--- src/rtl/ptWalkPkg.sv ---
package ptWalkPkg;

  typedef enum logic [2:0] {
    ST_IDLE,
    ST_READ_OUTER,
    ST_READ_INNER,
    ST_DONE,
    ST_FAULT
  } walkState_t;

  typedef enum logic [1:0] {
    FLT_NONE   = 2'd0,
    FLT_LENGTH = 2'd1,
    FLT_OUTER  = 2'd2,
    FLT_INNER  = 2'd3
  } faultCode_t;

  // Strobes from control to datapath
  typedef struct packed {
    logic captureReq;   // request accepted in idle
    logic outerRsp;     // outer entry arriving
    logic innerRsp;     // inner entry arriving
  } walkStrobe_t;

  localparam int ENTRY_VALID_BIT = 0;
  localparam int ENTRY_WRITE_BIT = 1;

endpackage

--- src/rtl/ptwControl.sv ---
module ptwControl
  import ptWalkPkg::*;
(
  input  logic        clk,
  input  logic        rstN,
  input  logic        reqValid,
  input  logic        lenFault,
  input  logic        rspEntryValid,
  input  logic        memReqReady,
  input  logic        memRspValid,
  output logic        reqReady,
  output logic        memReqValid,
  output logic        resValid,
  output walkStrobe_t strobe
);

  walkState_t state, stateNext;
  logic       pending;

  always_comb begin
    stateNext = state;
    strobe    = '0;
    unique case (state)
      ST_IDLE: begin
        if (reqValid) begin
          strobe.captureReq = 1'b1;
          stateNext = lenFault ? ST_FAULT : ST_READ_OUTER;
        end
      end
      ST_READ_OUTER: begin
        if (pending && memRspValid) begin
          strobe.outerRsp = 1'b1;
          stateNext = rspEntryValid ? ST_READ_INNER : ST_FAULT;
        end
      end
      ST_READ_INNER: begin
        if (pending && memRspValid) begin
          strobe.innerRsp = 1'b1;
          stateNext = rspEntryValid ? ST_DONE : ST_FAULT;
        end
      end
      ST_DONE, ST_FAULT: stateNext = ST_IDLE;
      default:           stateNext = ST_IDLE;
    endcase
  end

  assign reqReady    = (state == ST_IDLE);
  assign memReqValid = ((state == ST_READ_OUTER) || (state == ST_READ_INNER)) && !pending;
  assign resValid    = (state == ST_DONE) || (state == ST_FAULT);

  always_ff @(posedge clk) begin
    if (!rstN) begin
      state   <= ST_IDLE;
      pending <= 1'b0;
    end else begin
      state <= stateNext;
      if (memReqValid && memReqReady)
        pending <= 1'b1;
      else if (pending && memRspValid)
        pending <= 1'b0;
    end
  end

  // a read that is not yet accepted stays asserted
  assert_req_hold_R9: assert property (@(posedge clk) disable iff (!rstN)
    (memReqValid && !memReqReady) |=> memReqValid);

  // the result is a single-cycle pulse
  assert_res_pulse_R10: assert property (@(posedge clk) disable iff (!rstN)
    resValid |=> !resValid);

endmodule

--- src/rtl/ptwDatapath.sv ---
module ptwDatapath
  import ptWalkPkg::*;
#(
  parameter int IDX_W     = 10,
  parameter int ENT_SHIFT = 2,
  localparam int OFFS_W   = IDX_W + ENT_SHIFT,
  localparam int VA_W     = 2 * IDX_W + OFFS_W,
  localparam int PAGE_W   = VA_W - OFFS_W
) (
  input  logic              clk,
  input  logic              rstN,
  input  walkStrobe_t       strobe,
  input  logic [VA_W-1:0]   reqAddr,
  input  logic [VA_W-1:0]   tableBase,
  input  logic [IDX_W:0]    tableLen,
  input  logic [VA_W-1:0]   memRspData,
  output logic              lenFault,
  output logic              rspEntryValid,
  output logic [VA_W-1:0]   memReqAddr,
  output logic [PAGE_W-1:0] resPage,
  output logic [PAGE_W-1:0] resFrame,
  output logic              resWritable,
  output logic [1:0]        resFaultCode
);

  logic [IDX_W-1:0]  outerIdx;
  logic [VA_W-1:0]   outerOffset;
  logic [VA_W-1:0]   innerAddr;
  logic [PAGE_W-1:0] pageReg;
  logic [PAGE_W-1:0] frameReg;
  logic [VA_W-1:0]   addrReg;
  logic              writableReg;
  faultCode_t        faultReg;

  assign outerIdx      = reqAddr[VA_W-1 -: IDX_W];
  assign outerOffset   = {{(VA_W-IDX_W-ENT_SHIFT){1'b0}}, outerIdx, {ENT_SHIFT{1'b0}}};
  assign lenFault      = ({1'b0, outerIdx} >= tableLen);
  assign rspEntryValid = memRspData[ENTRY_VALID_BIT];
  assign innerAddr     = {memRspData[VA_W-1:OFFS_W], pageReg[IDX_W-1:0], {ENT_SHIFT{1'b0}}};

  always_ff @(posedge clk) begin
    if (!rstN) begin
      pageReg     <= '0;
      frameReg    <= '0;
      addrReg     <= '0;
      writableReg <= 1'b0;
      faultReg    <= FLT_NONE;
    end else begin
      if (strobe.captureReq) begin
        pageReg  <= reqAddr[VA_W-1:OFFS_W];
        addrReg  <= tableBase + outerOffset;
        faultReg <= lenFault ? FLT_LENGTH : FLT_NONE;
      end
      if (strobe.outerRsp) begin
        addrReg <= innerAddr;
        if (!rspEntryValid) faultReg <= FLT_OUTER;
      end
      if (strobe.innerRsp) begin
        frameReg    <= memRspData[VA_W-1:OFFS_W];
        writableReg <= memRspData[ENTRY_WRITE_BIT];
        if (!rspEntryValid) faultReg <= FLT_INNER;
      end
    end
  end

  assign memReqAddr   = addrReg;
  assign resPage      = pageReg;
  assign resFrame     = frameReg;
  assign resWritable  = writableReg;
  assign resFaultCode = faultReg;

  // once a fault is recorded, no later response of the same walk alters it
  assert_fault_sticky_R6: assert property (@(posedge clk) disable iff (!rstN)
    (faultReg != FLT_NONE && !strobe.captureReq) |=> faultReg == $past(faultReg));

  // the frame delivered is the one carried by the inner response
  assert_inner_frame_R4: assert property (@(posedge clk) disable iff (!rstN)
    strobe.innerRsp |=> resFrame == $past(memRspData[VA_W-1:OFFS_W]));

endmodule

--- src/rtl/ptWalker.sv ---
module ptWalker
  import ptWalkPkg::*;
#(
  parameter int IDX_W     = 10,
  parameter int ENT_SHIFT = 2,
  localparam int OFFS_W   = IDX_W + ENT_SHIFT,
  localparam int VA_W     = 2 * IDX_W + OFFS_W,
  localparam int PAGE_W   = VA_W - OFFS_W
) (
  input  logic              clk,
  input  logic              rstN,
  input  logic              reqValid,
  input  logic [VA_W-1:0]   reqAddr,
  output logic              reqReady,
  input  logic [VA_W-1:0]   tableBase,
  input  logic [IDX_W:0]    tableLen,
  output logic              memReqValid,
  output logic [VA_W-1:0]   memReqAddr,
  input  logic              memReqReady,
  input  logic              memRspValid,
  input  logic [VA_W-1:0]   memRspData,
  output logic              resValid,
  output logic [1:0]        resFaultCode,
  output logic [PAGE_W-1:0] resPage,
  output logic [PAGE_W-1:0] resFrame,
  output logic              resWritable
);

  walkStrobe_t strobe;
  logic        lenFault;
  logic        rspEntryValid;

  ptwControl u_ctrl (
    .clk          (clk),
    .rstN         (rstN),
    .reqValid     (reqValid),
    .lenFault     (lenFault),
    .rspEntryValid(rspEntryValid),
    .memReqReady  (memReqReady),
    .memRspValid  (memRspValid),
    .reqReady     (reqReady),
    .memReqValid  (memReqValid),
    .resValid     (resValid),
    .strobe       (strobe)
  );

  ptwDatapath #(.IDX_W(IDX_W), .ENT_SHIFT(ENT_SHIFT)) u_dp (
    .clk          (clk),
    .rstN         (rstN),
    .strobe       (strobe),
    .reqAddr      (reqAddr),
    .tableBase    (tableBase),
    .tableLen     (tableLen),
    .memRspData   (memRspData),
    .lenFault     (lenFault),
    .rspEntryValid(rspEntryValid),
    .memReqAddr   (memReqAddr),
    .resPage      (resPage),
    .resFrame     (resFrame),
    .resWritable  (resWritable),
    .resFaultCode (resFaultCode)
  );

  // a stalled read keeps its address
  assert_addr_hold_R9: assert property (@(posedge clk) disable iff (!rstN)
    (memReqValid && !memReqReady) |=> $stable(memReqAddr));

  // an out-of-range outer index faults next cycle with no read
  assert_len_fault_R5: assert property (@(posedge clk) disable iff (!rstN)
    (reqValid && reqReady && lenFault) |=> (resValid && !memReqValid && resFaultCode == FLT_LENGTH));

  // result and memory request never overlap
  assert_no_overlap_R10: assert property (@(posedge clk) disable iff (!rstN)
    !(resValid && memReqValid));

endmodule

--- config.mk ---
export PLATFORM = sky130hd
export DESIGN_NAME = ptWalker
export DESIGN_NICKNAME = d
export VERILOG_FILES = /design/src/rtl/ptWalkPkg.sv /design/src/rtl/ptwControl.sv /design/src/rtl/ptwDatapath.sv /design/src/rtl/ptWalker.sv
export SDC_FILE = /design/constraint.sdc
export NUM_CORES = 1
export LEC_CHECK = 0
export BUFFER_PORTS_ARGS = -buffer_cell sky130_fd_sc_hd__buf_2
export CORE_MARGIN = 2
export CORE_UTILIZATION = 51
export CTS_CLUSTER_SIZE = 25
export DETAILED_ROUTE_END_ITERATION = 8
export MAX_ROUTING_LAYER = met4
export PLACE_DENSITY = 0.91
export SYNTH_ARGS = -nofsm -noshare
export SYNTH_HDL_FRONTEND = slang
export SYNTH_SLANG_ARGS = --single-unit
--- constraint.sdc ---
create_clock -name clk -period 4.6 [get_ports clk]
set_input_delay 0.23 -clock clk [delete_from_list [all_inputs] [get_ports clk]]
set_output_delay 0.23 -clock clk [all_outputs]
set_load 0.01 [all_outputs]
Yosys cells after proc, flatten, opt, wreduce, memory -nomap -nowiden:

Index checks and enable logic that the tools add are counted.

* output and inout port bits: 78
* bits of input ports: 112
* flip-flop bits (word level): 79
* word-level logic and storage cells: 51

* reductions and logical operators: 11
* eq/ne operators: 7
* add/subtract/negate cells: 1
* $lt $le $gt $ge: 1
* muxes and demuxes: 22
* bitwise logic cells: 1

Operator list (count)
* $mux 32: 2
* $add 32x12->32: 1
* $mux 3: 6
* $ge 10x11->1: 1
* $mux 2: 5
* $pmux 3 s3: 1
* $mux 1: 8
* $eq 3x2->1 const B: 2
* $ne 2x2->1 const B: 3
* $reduce_bool 2->1: 2
* $eq 3x1->1 const B: 1
* $eq 3x3->1 const B: 1
* $logic_and 1x1->1: 3
* $logic_not 3->1: 1
* $reduce_and 3->1: 1
* $logic_or 1x1->1: 2
* $reduce_or 2->1: 1
* $logic_not 1->1: 1
* $not 1->1: 1

Longest topological paths before layout:

* depth in word-level cells: 7
* depth in mapped cells: 10
* mapped depth without buffers: 9

By module:

From an unflattened synthesis, not the netlist that was laid out.

* cells, all modules: 514
* area, all modules: 4390.5 um^2

Modules (own cells, without submodules)
* ptwDatapath: sequential area each 1501.4 um^2, area an instance 4071.4 um^2, times used 1, cells each 476
* ptwControl: sequential area each 80.1 um^2, area an instance 319.1 um^2, times used 1, cells each 38

Worst setup path after synthesis:

No wires, ideal clock.

* path kind: input port to flip-flop
* start point: in reqAddr[22]
* end point: reg u_dp.addrReg[18], in the netlist u_dp.memReqAddr[18]
* cell stages on the path: 9
* buffers on the path: 0
* library setup time: 0.095 ns
* arrival: 2.113 ns
* setup slack: 2.391 ns
* cells stage by stage: ha_1 inv_1 fa_1 nand2b_1 a21o_1 a211oi_4 nor2_2 o31a_1 a221oi_1

* word-level cells in the longest chain between the ends: 3

Ends and longest elaborated chain
* start: declaration: line ptWalker.sv:13 `input logic [VA_W-1:0] reqAddr,`
* $add 32x12->32: line ptwDatapath.sv:51 `addrReg <= tableBase + outerOffset;`
* $mux 32: line ptwDatapath.sv:49 `if (strobe.captureReq) begin`
* $mux 32: line ptwDatapath.sv:54 `if (strobe.outerRsp) begin`
* end signal: assignment: line ptwDatapath.sv:51
* end signal: assignment: line ptwDatapath.sv:55 `addrReg <= innerAddr;`
* end: declaration: line ptwDatapath.sv:31 `logic [VA_W-1:0] addrReg;`

No other way between the ends. The select of a mux whose other input is x is not followed.
A chain may end at the register's enable or synchronous reset.

Worst setup path in the final report:

* start point: reg u_ctrl.state[1]
* end point: reg u_dp.addrReg[28], in the netlist u_dp.memReqAddr[28]

* word-level cells in the longest chain between the ends: 3
* elaborated cells between the ends (all ways): 6

Ends and longest elaborated chain
* start: declaration: line ptwControl.sv:17 `walkState_t state, stateNext;`
* start signal: assignment: line ptwControl.sv:56 `state <= stateNext;`
* $eq 3x1->1 / $logic_not 3->1 (equally long branches): line ptwControl.sv:23 `unique case (state)`
* $mux 1: line ptwControl.sv:23
* $mux 32 / $reduce_bool 2->1 (equally long branches)

Parallel ways exist; a longest one is shown, timed or not.

==> impl_metrics.env <==
export IMPL_outcome="finished clean"
export IMPL_io_buffers=167
export IMPL_drv_cap=0
export IMPL_fin_skew_ps=5.37
export IMPL_antennaDiodeCount=0
export IMPL_grt_ovfl_total=0
export IMPL_postCtsSetupBuffers=0
export IMPL_first_pass_iters=5
export IMPL_hold_depth=3
export IMPL_hpwlAfterDp_mm=9.08
export IMPL_max_freq_mhz=394
export IMPL_cts_path_max_buffers=2
export IMPL_drtIter0Drc=264
export IMPL_pre_cts_ws_ps=1850
export IMPL_grtUsageTotal_pct=28.8
export IMPL_grt_pass1_wl_mm=19.8
export IMPL_syn_avg_cell_area_sq_um=8.08
export IMPL_post_route_drc_count=0
export IMPL_cellLeakagePower_nw=2.35
export IMPL_ant_nets=0
export IMPL_cts_resized=0
export IMPL_critPathLaunchType="flop"
export IMPL_syn_area_sq_um=4100
export IMPL_synth_flop_cell="dfxtp_1"
export IMPL_yosysMostFrequentCell="nand2_1"
export IMPL_r2r_end="u_dp.memReqAddr[28]"
export IMPL_synthArstFlopShare_pct=0
export IMPL_cts_buffers=9
export IMPL_synth_cells=508
export IMPL_htreeDepth=3
export IMPL_rows=32
export IMPL_synth_top_cells_by_count="nand2_1 (104), dfxtp_1 (79), a21oi_1 (61), nor2_1 (23), ha_1 (20)"
export IMPL_start_util_pct=52.8
export IMPL_setup_ws_ps=2060
export IMPL_irDropWorstVdd_uv=219
export IMPL_cp_max_fo=41
export IMPL_worstSetupPathType="flop to flop"
export IMPL_seqCellArea_sq_um=1580
export IMPL_root_buffer="clkbuf_8"
export IMPL_insertion_delay_ps=340
export IMPL_wire_per_inst_um=15.9
export IMPL_cts_sinks=79
export IMPL_rr_startpoint="u_ctrl.state[1]"
export IMPL_nFillCells=671
export IMPL_gp_congestion=0.876
export IMPL_fin_crit_sh_pct=55.1
export IMPL_yosys_cell_types_count=53
export IMPL_hold_violations=0
export IMPL_hold_end="u_dp.memReqAddr[0]"
export IMPL_die_h_um=93.7
export IMPL_synth_area_leaders="dfxtp_1 (39%), nand2_1 (9.5%), a21oi_1 (7.4%)"
export IMPL_yosysSeqAreaShare_pct=38.5
export IMPL_ys_seq_elements=79
export IMPL_seq_power_share_pct=40.1
export IMPL_power_frac_comb_pct=33.8
export IMPL_p_int_mw=1.37
export IMPL_power_density_nw_per_um2=408
export IMPL_switching_share_pct=35.5
export IMPL_postCtsHoldBufs=0
export IMPL_worstHoldStart="tableBase[0]"
export IMPL_grt_start_max_net_pins=45
export IMPL_pin_count=190
export IMPL_fp_coreArea_sq_um=7770
export IMPL_ff2ff_path_depth=9
export IMPL_vias=4438
export IMPL_area_growth_pct=26.5
export IMPL_slew_headroom_pct=26.1
export IMPL_postRouteWirelength_mm=12.2
export IMPL_dpl_cell_count=754
export IMPL_ff2ff_setup_slack_ps=2060
export IMPL_grt_pass1_vias=4328
export IMPL_setup_tns_ps=0
export IMPL_die_w_um=93.7
export IMPL_antenna_found_initial=0
export IMPL_post_route_util_pct=66.8
export IMPL_cts_reportedPaths_clkPinSlew_ps=80
export IMPL_die_area_sq_um=8780
export IMPL_avgViaCountPerCell=5.77
export IMPL_slew_viol_final=0
export IMPL_tightest_slew_ps=1110
export IMPL_drive_above_1_share_pct=29.5
export IMPL_min_period_ps=2540
export IMPL_cp_required_ps=4850
export IMPL_power_frac_clock_pct=26.1
export IMPL_synth_edf_count=0
export IMPL_nets=796
export IMPL_ys_warn_count=0
export IMPL_yosysTopAreaCellShare_pct=38.5
export IMPL_rsz0062_at_grt="false"
export IMPL_arrival_ps=2790
export IMPL_power_switching_mw=0.752
export IMPL_stdcell_count=769
export IMPL_synth_nets=641
export IMPL_hold_path_class="primary input to flop"
export IMPL_cts_tree="done"
export IMPL_yosysTopAreaCell="dfxtp_1"
export IMPL_cp_end_kind="flop"
export IMPL_setup_viol=0
export IMPL_multi_input_area_sq_um=2320
==> registers in the layout (all words and copies together), names as in the netlist <==
register and flops:
u_dp.resPage 20, u_ctrl.state 3, u_dp.memReqAddr 32, u_dp.resWritable 1
u_dp.resFrame 20, u_dp.resFaultCode 2, u_ctrl.pending 1
==> power by group through the flow <==
stage                     Combinational [mW]  Clock, mW  Sequential [mW]
after global routing                   0.787      0.590            0.862
after CTS                              0.714      0.565            0.848
after global placement                 0.685          0            0.857
after detailed placement               0.711          0            0.862
after floorplan                        0.426          0            0.894
final                                  0.716      0.554            0.849
==> final cells by class <==
type	count	share of cell area, %
multi-input cells	382	44.7
flip-flops and latches	79	30.5
repair buffers	173	17.0
well taps	102	2.46
clock buffers	9	2.39
clock inverters	6	1.66
inverters	18	1.30
==> stage by stage <==
stage	hold slack [ps]	power [mW]	area [sq um]
final	121	2.12	5190
after CTS	108	2.13	5190
after global placement	438	1.54	4980
after detailed placement	445	1.57	4980
after floorplan	364	1.32	4100
after global routing	114	2.24	5190
==> how the worst max path moves through the flow <==
stage	from	to	slack, ps
floorplan	reqAddr[22]	u_dp.memReqAddr[18]	2390
detailed placement	reqAddr[23]	u_dp.memReqAddr[31]	1850
global route	u_ctrl.state[1]	u_dp.memReqAddr[30]	1900
global placement	reqAddr[23]	u_dp.memReqAddr[31]	2000
finish	u_ctrl.state[1]	u_dp.memReqAddr[28]	2060
CTS	u_ctrl.state[1]	u_dp.memReqAddr[30]	2090
==> cell families (layout without fill, tap and decap cells) <==
logic type / Yosys count / count (layout) / synth area share (%)
AOI/OAI and AO/OA: 157 / 157 / 25.2
xor gates and xnor gates: 17 / 17 / 3.63
muxes: 2 / 2 / 0.518
adders and majority gates: 21 / 21 / 6.59
DFF: 79 / 79 / 38.5
and+or+nand+nor: 185 / 185 / 20.4
buffers and inverters: 47 / 206 / 5.06
==> per-layer routing <==
layer | part of all wire, % | GRT usage [%] | up-vias
met5 | 0 | - | -
met4 | 2.3 | 10.4 | 0
li1 | - | - | 2135
met1 | 41 | 34.3 | 2085
met3 | 7.5 | 5.38 | 27
met2 | 49 | 48.8 | 191
==> worst max-delay path, cell delays in order, from the launching register on <==
cell and delay, ps:
dfxtp_1 560, or3_4 220, inv_2 60, and2_1 150, buf_4 260, nor2_2 520, buf_4 340, a22o_1 160
nand2_1 50, o311ai_1 100
==> cell usage in the layout, fill, tap and decap left out, types with 4 or more instances in the layout <==
cell	count
buf_2	167
nand2_1	104
dfxtp_1	79
a21oi_1	61
nor2_1	23
ha_1	20
a22oi_1	17
inv_1	16
nand3_1	14
o22ai_1	12
xor2_1	9
o21ai_0	9
clkbuf_8	9
a21o_1	8
nand4_1	8
xnor2_1	8
nor3_1	7
or3_1	7
nand2b_1	6
o211ai_1	6
buf_4	6
o21a_1	5
a22o_1	5
a222oi_1	5
a221oi_1	4
No activity file was read; power rests on OpenSTA's default activity.
